==> config.mk <==
export PLATFORM = sky130hd
export DESIGN_NAME = fma32_unit
export DESIGN_NICKNAME = d
export VERILOG_FILES = /design/src/rtl/fma32_pkg.sv /design/src/rtl/fma32_unpack_mul.sv /design/src/rtl/fma32_align_add.sv /design/src/rtl/fma32_norm_round.sv /design/src/rtl/fma32_unit.sv
export SDC_FILE = /design/constraint.sdc
export NUM_CORES = 2
export LEC_CHECK = 0
export ABC_AREA = 1
export BUFFER_PORTS_ARGS = -buffer_cell sky130_fd_sc_hd__clkbuf_2
export CAP_MARGIN = 25
export CORE_ASPECT_RATIO = 0.7
export CORE_UTILIZATION = 40
export CTS_BUF_LIST = sky130_fd_sc_hd__clkbuf_2 sky130_fd_sc_hd__clkbuf_4 sky130_fd_sc_hd__clkbuf_8
export CTS_CLUSTER_DIAMETER = 150
export DETAILED_ROUTE_END_ITERATION = 12
export GPL_TIMING_DRIVEN = 1
export PLACE_DENSITY = 0.62
export SETUP_SLACK_MARGIN = 0.3
export SYNTH_ARGS = -nofsm -noshare
export SYNTH_HDL_FRONTEND = slang
export SYNTH_SLANG_ARGS = --single-unit
==> constraint.sdc <==
create_clock -name clk -period 10.66 [get_ports clk]
set_input_delay 1.599 -clock clk [delete_from_list [all_inputs] [get_ports clk]]
set_output_delay 1.599 -clock clk [all_outputs]
set_load 0.02 [all_outputs]
==> src/rtl/fma32_pkg.sv <==
package fma32_pkg;
  localparam int WORD     = 32;
  localparam int EXPW     = 8;
  localparam int FRACW    = 23;
  localparam int SIGW     = FRACW + 1;
  localparam int PRODW    = 2 * SIGW;
  localparam int FIELDW   = 64;
  localparam int PROD_LSB = 14;
  localparam int ADD_LSB  = 37;
  localparam int ONE_POS  = ADD_LSB + FRACW;
  localparam int EW       = 12;
  localparam int SHW      = 7;
  localparam int BIAS     = 127;
  localparam int EMAX     = 127;
  localparam int EMIN     = -126;
  localparam logic [WORD-1:0] QNAN = 32'h7FC0_0000;

  typedef logic signed [EW-1:0] exp_t;

  typedef struct packed {
    logic              ps;
    exp_t              pe;
    logic [FIELDW-1:0] pm;
    logic              cs;
    exp_t              ce;
    logic [FIELDW-1:0] cm;
    logic              spec;
    logic [WORD-1:0]   sval;
  } mul_stage_t;

  typedef struct packed {
    logic              sign;
    exp_t              ex;
    logic [FIELDW-1:0] mag;
    logic              sticky;
    logic              spec;
    logic [WORD-1:0]   sval;
  } sum_stage_t;

  function automatic logic is_zero(input logic [WORD-1:0] x);
    return x[WORD-2 -: EXPW] == '0;
  endfunction

  function automatic logic is_inf(input logic [WORD-1:0] x);
    return (x[WORD-2 -: EXPW] == '1) && (x[FRACW-1:0] == '0);
  endfunction

  function automatic logic is_nan(input logic [WORD-1:0] x);
    return (x[WORD-2 -: EXPW] == '1) && (x[FRACW-1:0] != '0);
  endfunction

  function automatic exp_t unbias(input logic [EXPW-1:0] e);
    return $signed({{(EW-EXPW){1'b0}}, e}) - exp_t'(BIAS);
  endfunction

  // Count of leading zeros; FIELDW for an all-zero word.
  function automatic logic [SHW-1:0] lzc(input logic [FIELDW-1:0] v);
    logic [SHW-1:0] n;
    n = SHW'(FIELDW);
    for (int i = 0; i < FIELDW; i++) begin
      if (v[i]) n = SHW'(FIELDW - 1 - i);
    end
    return n;
  endfunction

  // Right shift; an amount of FIELDW clears the word.
  function automatic logic [FIELDW-1:0] shr(input logic [FIELDW-1:0] v,
                                           input logic [SHW-1:0] sh);
    return (sh >= SHW'(FIELDW)) ? '0 : (v >> sh);
  endfunction

  // Nonzero-detect of the bits a right shift by sh throws away.
  function automatic logic lost_any(input logic [FIELDW-1:0] v,
                                    input logic [SHW-1:0] sh);
    if (sh == '0) return 1'b0;
    if (sh >= SHW'(FIELDW)) return |v;
    return |(v << (SHW'(FIELDW) - sh));
  endfunction
endpackage

==> src/rtl/fma32_unpack_mul.sv <==
module fma32_unpack_mul
  import fma32_pkg::*;
(
  input  logic            clk,
  input  logic            rst,
  input  logic            in_valid,
  input  logic [WORD-1:0] a,
  input  logic [WORD-1:0] b,
  input  logic [WORD-1:0] c,
  output logic            v1,
  output mul_stage_t      s1
);
  logic a_z, b_z, c_z, a_i, b_i, c_i, any_nan, prod_z, psign;
  logic [SIGW-1:0]  sa, sb, sc;
  logic [PRODW-1:0] prod;
  exp_t             pe_raw;
  mul_stage_t       nxt;

  always_comb begin
    a_z = is_zero(a);  b_z = is_zero(b);  c_z = is_zero(c);
    a_i = is_inf(a);   b_i = is_inf(b);   c_i = is_inf(c);
    any_nan = is_nan(a) | is_nan(b) | is_nan(c);
    prod_z  = a_z | b_z;
    psign   = a[WORD-1] ^ b[WORD-1];
    sa = a_z ? '0 : {1'b1, a[FRACW-1:0]};
    sb = b_z ? '0 : {1'b1, b[FRACW-1:0]};
    sc = c_z ? '0 : {1'b1, c[FRACW-1:0]};
    prod   = sa * sb;
    pe_raw = unbias(a[WORD-2 -: EXPW]) + unbias(b[WORD-2 -: EXPW]);

    nxt.ps = psign;
    nxt.pe = prod_z ? '0 : pe_raw;
    nxt.pm = FIELDW'(prod) << PROD_LSB;
    nxt.cs = c[WORD-1];
    // A zero addend takes the product exponent so the product is never shifted.
    nxt.ce = c_z ? nxt.pe : unbias(c[WORD-2 -: EXPW]);
    nxt.cm = FIELDW'(sc) << ADD_LSB;

    nxt.spec = 1'b1;
    nxt.sval = '0;
    if (any_nan) begin
      nxt.sval = QNAN;
    end else if (a_i | b_i) begin
      if (prod_z || (c_i && (c[WORD-1] != psign))) nxt.sval = QNAN;
      else nxt.sval = {psign, {EXPW{1'b1}}, {FRACW{1'b0}}};
    end else if (c_i) begin
      nxt.sval = c;
    end else if (prod_z) begin
      nxt.sval = c_z ? {psign, {(WORD-1){1'b0}}} : c;
    end else begin
      nxt.spec = 1'b0;
    end
  end

  always_ff @(posedge clk) begin
    if (rst) begin
      v1 <= 1'b0;
      s1 <= '0;
    end else begin
      v1 <= in_valid;
      s1 <= nxt;
    end
  end

  // flushed inputs leave only normal significands, so every product is normalised at bit 60 or 61
  p_prod_norm_r2: assert property (@(posedge clk) disable iff (rst)
    (v1 && !s1.spec) |-> (s1.pm[PROD_LSB+PRODW-1] | s1.pm[PROD_LSB+PRODW-2]));

  // a NaN on the multiplicand port is resolved as the canonical NaN one edge later
  p_spec_nan_r3: assert property (@(posedge clk) disable iff (rst)
    (in_valid && is_nan(a)) |=> (v1 && s1.spec && s1.sval == QNAN));
endmodule

==> src/rtl/fma32_align_add.sv <==
module fma32_align_add
  import fma32_pkg::*;
(
  input  logic       clk,
  input  logic       rst,
  input  logic       v1,
  input  mul_stage_t s1,
  output logic       v2,
  output sum_stage_t s2
);
  exp_t              diff, dmag;
  logic              prod_big, eff_sub, sticky_evt, borrow_evt, neg_evt;
  logic [SHW-1:0]    sh;
  logic [FIELDW-1:0] pm_al, cm_al, raw, mag;
  sum_stage_t        nxt;

  always_comb begin
    diff     = s1.pe - s1.ce;
    prod_big = diff > exp_t'(0);
    dmag     = prod_big ? diff : -diff;
    sh       = (dmag >= exp_t'(FIELDW)) ? SHW'(FIELDW) : dmag[SHW-1:0];
    pm_al    = prod_big ? s1.pm : shr(s1.pm, sh);
    cm_al    = prod_big ? shr(s1.cm, sh) : s1.cm;
    sticky_evt = lost_any(prod_big ? s1.cm : s1.pm, sh);
    eff_sub    = s1.ps ^ s1.cs;
    borrow_evt = eff_sub & sticky_evt & prod_big;
    raw = eff_sub ? (pm_al - cm_al - FIELDW'(borrow_evt)) : (pm_al + cm_al);
    neg_evt = raw[FIELDW-1];
    mag     = neg_evt ? (~raw + FIELDW'(1)) : raw;

    nxt.sign   = s1.ps ^ neg_evt;
    nxt.ex     = prod_big ? s1.pe : s1.ce;
    nxt.mag    = mag;
    nxt.sticky = sticky_evt;
    nxt.spec   = s1.spec;
    nxt.sval   = s1.sval;
  end

  always_ff @(posedge clk) begin
    if (rst) begin
      v2 <= 1'b0;
      s2 <= '0;
    end else begin
      v2 <= v1;
      s2 <= nxt;
    end
  end

  // the valid flag moves one stage per edge
  p_handoff_r1: assert property (@(posedge clk) disable iff (rst) v1 |=> v2);
  p_no_ghost_r1: assert property (@(posedge clk) disable iff (rst) !v1 |=> !v2);

  // a negated difference is a proper magnitude
  p_mag_positive_r7: assert property (@(posedge clk) disable iff (rst)
    (v1 && !s1.spec && neg_evt) |-> !mag[FIELDW-1]);

  // bits are only lost when an alignment shift actually happened
  p_sticky_side_r7: assert property (@(posedge clk) disable iff (rst)
    (v1 && sticky_evt) |-> (sh != '0));
endmodule

==> src/rtl/fma32_norm_round.sv <==
module fma32_norm_round
  import fma32_pkg::*;
(
  input  logic            clk,
  input  logic            rst,
  input  logic            v2,
  input  sum_stage_t      s2,
  output logic            v3,
  output logic [WORD-1:0] res
);
  logic [SHW-1:0]    lz, pos;
  logic signed [8:0] adj;
  logic [1:0]        radj;
  logic [FIELDW-1:0] mn, kept, rem, half, mask;
  logic [SIGW:0]     rnd;
  logic              zero_evt, rup_evt, carry_evt;
  exp_t              ex_n, ex_f, ex_b;
  logic [SIGW-1:0]   sig_f;
  logic [WORD-1:0]   nxt;

  always_comb begin
    lz       = lzc(s2.mag);
    zero_evt = (s2.mag == '0);
    adj      = 9'sd3 - $signed({2'b00, lz});
    if (adj < 0) begin
      mn   = s2.mag << (-adj);
      radj = 2'd0;
    end else begin
      mn   = s2.mag;
      radj = adj[1:0];
    end
    ex_n = s2.ex + exp_t'(adj);
    pos  = SHW'(ADD_LSB) + SHW'(radj);
    mask = (FIELDW'(1) << pos) - FIELDW'(1);
    half = FIELDW'(1) << (pos - SHW'(1));
    kept = mn >> pos;
    rem  = (mn & mask) | FIELDW'(s2.sticky);
    rup_evt = (rem > half) || ((rem == half) && kept[0]);
    rnd  = kept[SIGW:0] + (SIGW+1)'(rup_evt);
    carry_evt = rnd[SIGW];
    sig_f = carry_evt ? rnd[SIGW:1] : rnd[SIGW-1:0];
    ex_f  = carry_evt ? (ex_n + exp_t'(1)) : ex_n;
    ex_b  = ex_f + exp_t'(BIAS);

    if (s2.spec)                     nxt = s2.sval;
    else if (zero_evt)               nxt = '0;
    else if (ex_f > exp_t'(EMAX))    nxt = {s2.sign, {EXPW{1'b1}}, {FRACW{1'b0}}};
    else if (ex_f < exp_t'(EMIN))    nxt = {s2.sign, {(WORD-1){1'b0}}};
    else                             nxt = {s2.sign, ex_b[EXPW-1:0], sig_f[FRACW-1:0]};
  end

  always_ff @(posedge clk) begin
    if (rst) begin
      v3  <= 1'b0;
      res <= '0;
    end else begin
      v3  <= v2;
      res <= nxt;
    end
  end

  // after normalisation and rounding the hidden bit is always present
  p_norm_msb_r6: assert property (@(posedge clk) disable iff (rst)
    (v2 && !s2.spec && !zero_evt) |-> sig_f[SIGW-1]);

  // a rounding carry can only come from an increment
  p_carry_from_round_r6: assert property (@(posedge clk) disable iff (rst)
    (v2 && carry_evt) |-> rup_evt);
endmodule

==> src/rtl/fma32_unit.sv <==
module fma32_unit
  import fma32_pkg::*;
(
  input  logic        clk,
  input  logic        rst,
  input  logic        in_valid,
  input  logic [31:0] a_op,
  input  logic [31:0] b_op,
  input  logic [31:0] c_op,
  output logic        out_valid,
  output logic [31:0] result
);
  logic       v1, v2;
  mul_stage_t s1;
  sum_stage_t s2;

  fma32_unpack_mul u_mul (
    .clk(clk), .rst(rst), .in_valid(in_valid),
    .a(a_op), .b(b_op), .c(c_op), .v1(v1), .s1(s1)
  );

  fma32_align_add u_add (
    .clk(clk), .rst(rst), .v1(v1), .s1(s1), .v2(v2), .s2(s2)
  );

  fma32_norm_round u_rnd (
    .clk(clk), .rst(rst), .v2(v2), .s2(s2), .v3(out_valid), .res(result)
  );
endmodule

[Word level (Yosys, flattened, before mapping)]
Index checks and enable logic that the tools add are counted.
Word-level totals
  output and inout port bits: 33
  logic and storage cells: 206
  input port bits: 99
  bits in registers: 333
Operators by class
  reduce and logical (&&, ||, !) cells: 26
  $mul: 1
  order comparisons: 7
  muxes and demuxes: 104
  add/sub/neg operators: 20
  bitwise logic cells: 13
  equal/unequal tests: 5
  shifts and indexed selects: 7
Operator list (count)
  $mux W7: 65
  $mux W64: 7
  $mux W32: 7
  $reduce_or A64 Y1: 2
  $shl A1 B7 Y64 const A: 2
  $shr A64 B7 Y64: 2
  $mux W31: 3
  $mux W24: 3
  $logic_not A23 Y1: 3
  $reduce_bool A23 Y1: 3
  $add A64 B1 Y64 const B: 1
  $add A64 B64 Y64: 1
  $and A64 B64 Y64: 1
  $eq A64 B64 Y1: 1
  $gt A64 B64 Y1: 1
  $logic_not A64 Y1: 1
  $not A64 Y64: 1
  $or A64 B1 Y64: 1
  $shl A64 B7 Y64: 1
  $shl A64 B9 Y64: 1
  $shr A64 B7 Y25: 1
  $sub A64 B1 Y64: 1
  $sub A64 B2 Y64 const B: 1
  $sub A64 B64 Y64: 1
  36 further kinds: 72

[Longest topological paths before layout]
  depth in word-level cells: 82
  depth in mapped cells: 113
  depth with buffers taken out: 109

[Hierarchy]
A second synthesis with hierarchy kept.
Unflattened totals
  cells, all modules: 10683
  area total of the unflattened synthesis: 63500.9 sq um
By module, submodules not included
  fma32_align_add: seq. area each 2242.2 sq um, area an instance 27873.0 sq um, cells each 5363, instances 1
  fma32_unpack_mul: seq. area each 2562.5 sq um, area an instance 24984.0 sq um, cells each 3294, instances 1
  fma32_norm_round: seq. area each 660.6 sq um, area an instance 10644.0 sq um, cells each 2026, instances 1

[Least setup slack after synthesis]
Ideal clock, no wire load.
  path kind: input to register
  start point: input b_op[23]
  end point: register u_mul.s1[169] (netlist name)
  data arrival time: 10.887 ns
  slack: -0.297 ns
  stages: 60
  data required time: 10.590 ns
  cell sequence: inv_1 > ha_1 > inv_1 > nor4_1 > clkbuf_1 > nor2_1 > inv_1 > clkbuf_1 > nor2_1 > fa_1 > inv_1 > fa_1 > inv_1 > fa_1 > ha_1 > fa_1 > inv_1 > fa_1 > [... 24 more ...] > nand3_1 > nand2_1 > nand3_1 > nand2_1 > nand2_1 > nand2_1 > a21oi_1 > o21ai_0 > nand2_1 > nand2_1 > a21oi_1 > inv_1 > nand3_1 > inv_1 > nand3_1 > o311ai_0 > o21ai_0 > a21oi_1
Between the ends
  cells in the longest elaborated chain, start to end: 3
RTL lines
  start, declared: RTL line fma32_unit.sv:8  | input logic [31:0] b_op,
  $logic_not A8 Y1: RTL line fma32_pkg.sv:41  | return x[WORD-2 -: EXPW] == '0;
  $mux W24: RTL line fma32_unpack_mul.sv:26  | sb = b_z ? '0 : {1'b1, b[FRACW-1:0]};
  $mul A24 B24 Y48: RTL line fma32_unpack_mul.sv:28  | prod = sa * sb;
Every way passes these cells.
A chain may end at the register's enable or synchronous reset.

[Worst setup path after layout]
  start point: register u_mul.s1[174] (netlist name)
  end point: register u_add.s2[94] (netlist name)
Between the ends
  cells in the longest elaborated chain, start to end: 17
  elaborated cells between the ends (all ways): 34
  classes of those cells: add/sub: 7; order compare: 3; shift: 3; mux: 15; bitwise: 3; reduce/logical: 3
RTL lines
  $sub A12 B12 Y12 (*): RTL line fma32_align_add.sv:18  | diff = s1.pe - s1.ce;
  $neg A12 Y12 or $gt A12 B1 Y1 (tied branches): RTL line fma32_align_add.sv:20, fma32_align_add.sv:19
  $mux W12: RTL line fma32_align_add.sv:20  | dmag = prod_big ? diff : -diff;
  $ge A12 B8 Y1: RTL line fma32_align_add.sv:21  | sh = (dmag >= exp_t'(FIELDW)) ? SHW'(FIELDW) : dmag[SHW-1:0];
  $mux W7: RTL line fma32_align_add.sv:21
  $sub A7 B7 Y7 or $ge A7 B7 Y1 (tied branches): RTL line fma32_pkg.sv:77, fma32_pkg.sv:69, fma32_pkg.sv:76
  $shl A64 B7 Y64 or $mux W1 (tied branches): RTL line fma32_pkg.sv:77, fma32_pkg.sv:76
  $reduce_or A64 Y1 or $mux W1 (tied branches): RTL line fma32_pkg.sv:77, fma32_pkg.sv:76
  $mux W1: RTL line fma32_pkg.sv:77  | return |(v << (SHW'(FIELDW) - sh));
  $mux W1: RTL line fma32_pkg.sv:76  | if (sh >= SHW'(FIELDW)) return |v;
  $and A1 B1 Y1 (2 in a row): RTL line fma32_align_add.sv:26  | borrow_evt = eff_sub & sticky_evt & prod_big;
  $sub A64 B1 Y64: RTL line fma32_align_add.sv:27  | raw = eff_sub ? (pm_al - cm_al - FIELDW'(borrow_evt)) : (pm_al + cm_al);
  $mux W64 (*): RTL line fma32_align_add.sv:27
  $not A64 Y64: RTL line fma32_align_add.sv:29  | mag = neg_evt ? (~raw + FIELDW'(1)) : raw;
  $add A64 B1 Y64: RTL line fma32_align_add.sv:29
  $mux W63 (*): RTL line fma32_align_add.sv:29
Every way passes the cells marked *; elsewhere a longest branch is shown, timed or not. The select of a mux whose other input is x is not followed.

==> metrics.md <==
| Metric | Value |
|---|---|
| Leading area contributor after synthesis | `fa_1` |
| Final ANT Viol Nets | `0` |
| Asr flop ratio synth | `0` |
| Rel. slew slack | `0.276` |
| Fin nets | `around 10,000` |
| DP HPWL | `234,000 um` |
| Final WL | `280,000 um` |
| Area growth syn-to-layout | `28.3%` |
| CTS tree | `built` |
| IO buf count | `131` |
| Post-synth top area share | `0.183` |
| EDFF count, synth | `0` |
| Via-to-Cell Ratio | `5.63` |
| Worst R2R Start | `u_mul.s1[174]` |
| Top_reg_cell synth | `dfxtp_1` |
| Largest cells by area after synthesis | `fa_1 18%, nand2_1 14%, dfxtp_1 10%, ha_1 9.8%, inv_1 9.5%` |
| Synth Area in Compound Gates | `0.152` |
| FF-to-FF path depth | `76` |
| CTS Buf Count | `45` |
| IO Count | `132` |
| # fillers | `13,600` |
| Final min period | `10,390 ps` |
| Crit path kind | `flop to flop` |
| Fin Hold WS | `394 ps` |
| Bufs on Longest Clock Path | `3` |
| Die area | `about 0.13 sq mm` |
| Worst path arrival time | `11,000 ps` |
| Fmax | `0.0963 GHz` |
| Worst skew pair latency | `730 ps` |
| Row cnt | `111` |
| Flops & latches, synth | `277` |
| GP Congestion | `1.19` |
| Mux cell area share after synthesis | `0.00377` |
| GRT Residual Overflow | `0` |
| Slew Limit Fails | `0` |
| Worst-Margin Slew | `1090 ps` |
| Distinct cell type count after synthesis | `roughly 80` |
| Crit path launch type | `flop` |
| Status | `complete, no violations` |
| Hold Path End | `u_add.s2[14]` |
| CP dominant cell by count | `nand2_2` |
| Die Span X | `approximately 440 um` |
| Via count | `around 63,000` |
| CORE AREA | `0.131 sq mm` |
| Sequential share of the synthesized area | `0.104` |
| Initial antenna violation count | `8` |
| Setup TNS | `0 ps` |
| Starting Density | `0.405` |
| Vias in the first global route | `roughly 57,000` |
| Clk_skew | `51.1 ps` |
| Hold Startpoint | `u_mul.s1[14]` |
| Root Driver | `clkbuf_8` |
| Hold WC Path Type | `flop to flop` |
| Syn_area_per_cell | `6.32 sq um` |
| FF-to-FF End | `u_add.s2[94]` |
| Gr usage total | `0.399` |
| Crit Path Max Fanout | `19` |
| Adder-Cell Fraction of Synth Area | `0.281` |
| Post-synthesis simple-gate area fraction | `0.313` |
| Crit-path max cell delay | `370 ps` |
| Storage cell area | `0.00555 sq mm` |
| Fin. Hold Viols | `0` |
| Post-Syn Area | `0.0532 sq mm` |
| DRC | `0` |
| Clock sinks | `277` |
| MaxCap Viol Count | `0` |
| First-pass GRT wire length | `approximately 390,000 um` |
| Multi-input logic area | `roughly 0.044 sq mm` |
| Die height | `307 um` |
| Period utilisation layout | `0.974` |
| Critical-path top delay cell | `o21ai_0` |
| Avg WL per Cell | `25.0 um` |
| Cts hold-fix bufs | `0` |
| Setup violations, final | `0` |
| R2R Setup Slk | `around 270 ps` |
| DRT iter0 DRCs | `approximately 8,300` |
| Synth Area in XOR/XNOR | `0.0194` |
| Setup crit end kind | `flop` |
| YS warnings | `0` |
| Pin count of the biggest net entering global routing | `98` |
| H-tree Lvls | `2` |
| 1st-pass router iterations | `8` |
| RSZ-0062 raised after global routing | `yes` |
| Clk slew on worst S/H paths | `70 ps` |
| Layout cells sized above 1 | `0.216` |
| Hold path depth | `2` |
| Largest family of logic cells by synthesized area | `simple AND/OR/NAND/NOR gates` |
| Gate Count Post-Synth | `about 8,400` |
| Worst Path Required | `11,280 ps` |
worst max-delay path, delay by kind of cell, from the launching register on:
family	cells	cell delay (ps)
AND/OR/NAND/NOR	38	3810
AO/OA/AOI/OAI	14	2770
buffers and inverters	18	1780
adder cells (fa/ha/maj)	5	1430
flip-flops	1	300
XOR/XNOR	1	180
cells in the final DEF (no fill, tap or decap), types with 54 or more instances in the layout:
cell / n
fa_1: 474
o22ai_1: 73
o21ai_2: 54
buf_6: 59
nand2_1: 1826
o21ai_1: 196
clkbuf_2: 129
nand4_1: 85
nor2_1: 748
nand3_2: 88
xor2_1: 80
o21ai_0: 329
ha_1: 393
buf_4: 1010
inv_1: 1302
nand3_1: 708
dfxtp_1: 273
a21oi_1: 421
clkbuf_8: 56
inv_2: 80
nor3_1: 114
nand2_2: 96
how the worst max path moves through the flow:
| stage | cells after the start | from | to |
|---|---|---|---|
| after detailed placement | 59 | b_op[23] | u_mul.s1[170] |
| after global placement | 60 | b_op[23] | u_mul.s1[167] |
| after floorplan | 60 | b_op[23] | u_mul.s1[169] |
| after CTS | 79 | u_mul.s1[174] | u_add.s2[96] |
| after global routing | 79 | u_mul.s1[174] | u_add.s2[94] |
| final | 76 | u_mul.s1[174] | u_add.s2[94] |
cell usage after synthesis (19+ instances only):
cell,number
a21oi_1,462
a31oi_1,59
buf_1,46
buf_2,66
clkbuf_1,217
dfxtp_1,277
fa_1,487
ha_1,415
inv_1,1346
inv_2,39
mux2i_1,20
nand2_1,1936
nand3_1,811
nand3b_1,19
nand4_1,85
nor2_1,823
nor3_1,124
nor4_1,25
o211ai_1,30
o21a_1,35
o21ai_0,382
o21ai_1,183
o21ai_2,21
o22ai_1,75
or2_2,35
xnor2_1,32
xor2_1,84
per-stage QoR:
stage	instance area [sq um]	util	cells	setup slack (ps)
after floorplan	53300	-	8433	329
after global placement	62700	0.477	11000	-839
after detailed placement	62700	0.477	11000	-948
after CTS	64300	0.489	11100	303
after global routing	68200	0.519	11200	-237
final	68200	0.519	11200	273
what timing repair did:
item	in CTS	in global routing
setup endpoints to repair	103	106
cloned	1	15
pin swaps	36	294
buffers inserted	11	116
resized for setup	95	692
sequential cells by signal, summed over array words and instances (netlist names):
name and cells:
u_mul.v1 1, u_rnd.res 32, u_rnd.v3 1, u_add.v2 1
u_mul.s1 131, u_add.s2 111
routing by layer:
layer,track usage,routed length (um)
met1,0.616,135000
met2,0.433,88500
met3,0.265,52500
met4,0.0490,3860
met5,0.0183,855
area by class of cell:
| cell class | instances | share of cell area |
|---|---|---|
| diodes | 10 | 0.000367 |
| clock buffers | 65 | 0.0123 |
| clock inverters | 19 | 0.00422 |
| inverters | 1398 | 0.0772 |
| multi-input cells | 6410 | 0.640 |
| flip-flops and latches | 277 | 0.0813 |
| well taps | 1751 | 0.0321 |
| repair buffers | 1275 | 0.153 |
cell families (layout without fill, tap and decap cells):
family                   count (synthesis)  count (layout)
other                                    2              37
AND/OR/NAND/NOR                       3935            3935
AO/OA/AOI/OAI                         1409            1409
XOR/XNOR                               117             117
flip-flops                             277             277
adder cells (fa/ha/maj)                902             902
buffers and inverters                 1746            2757
multiplexers                            20              20
Power is left out: the tool's default activity adds up to more than one toggle a clock period on the data nets, which glitch-free logic cannot reach.
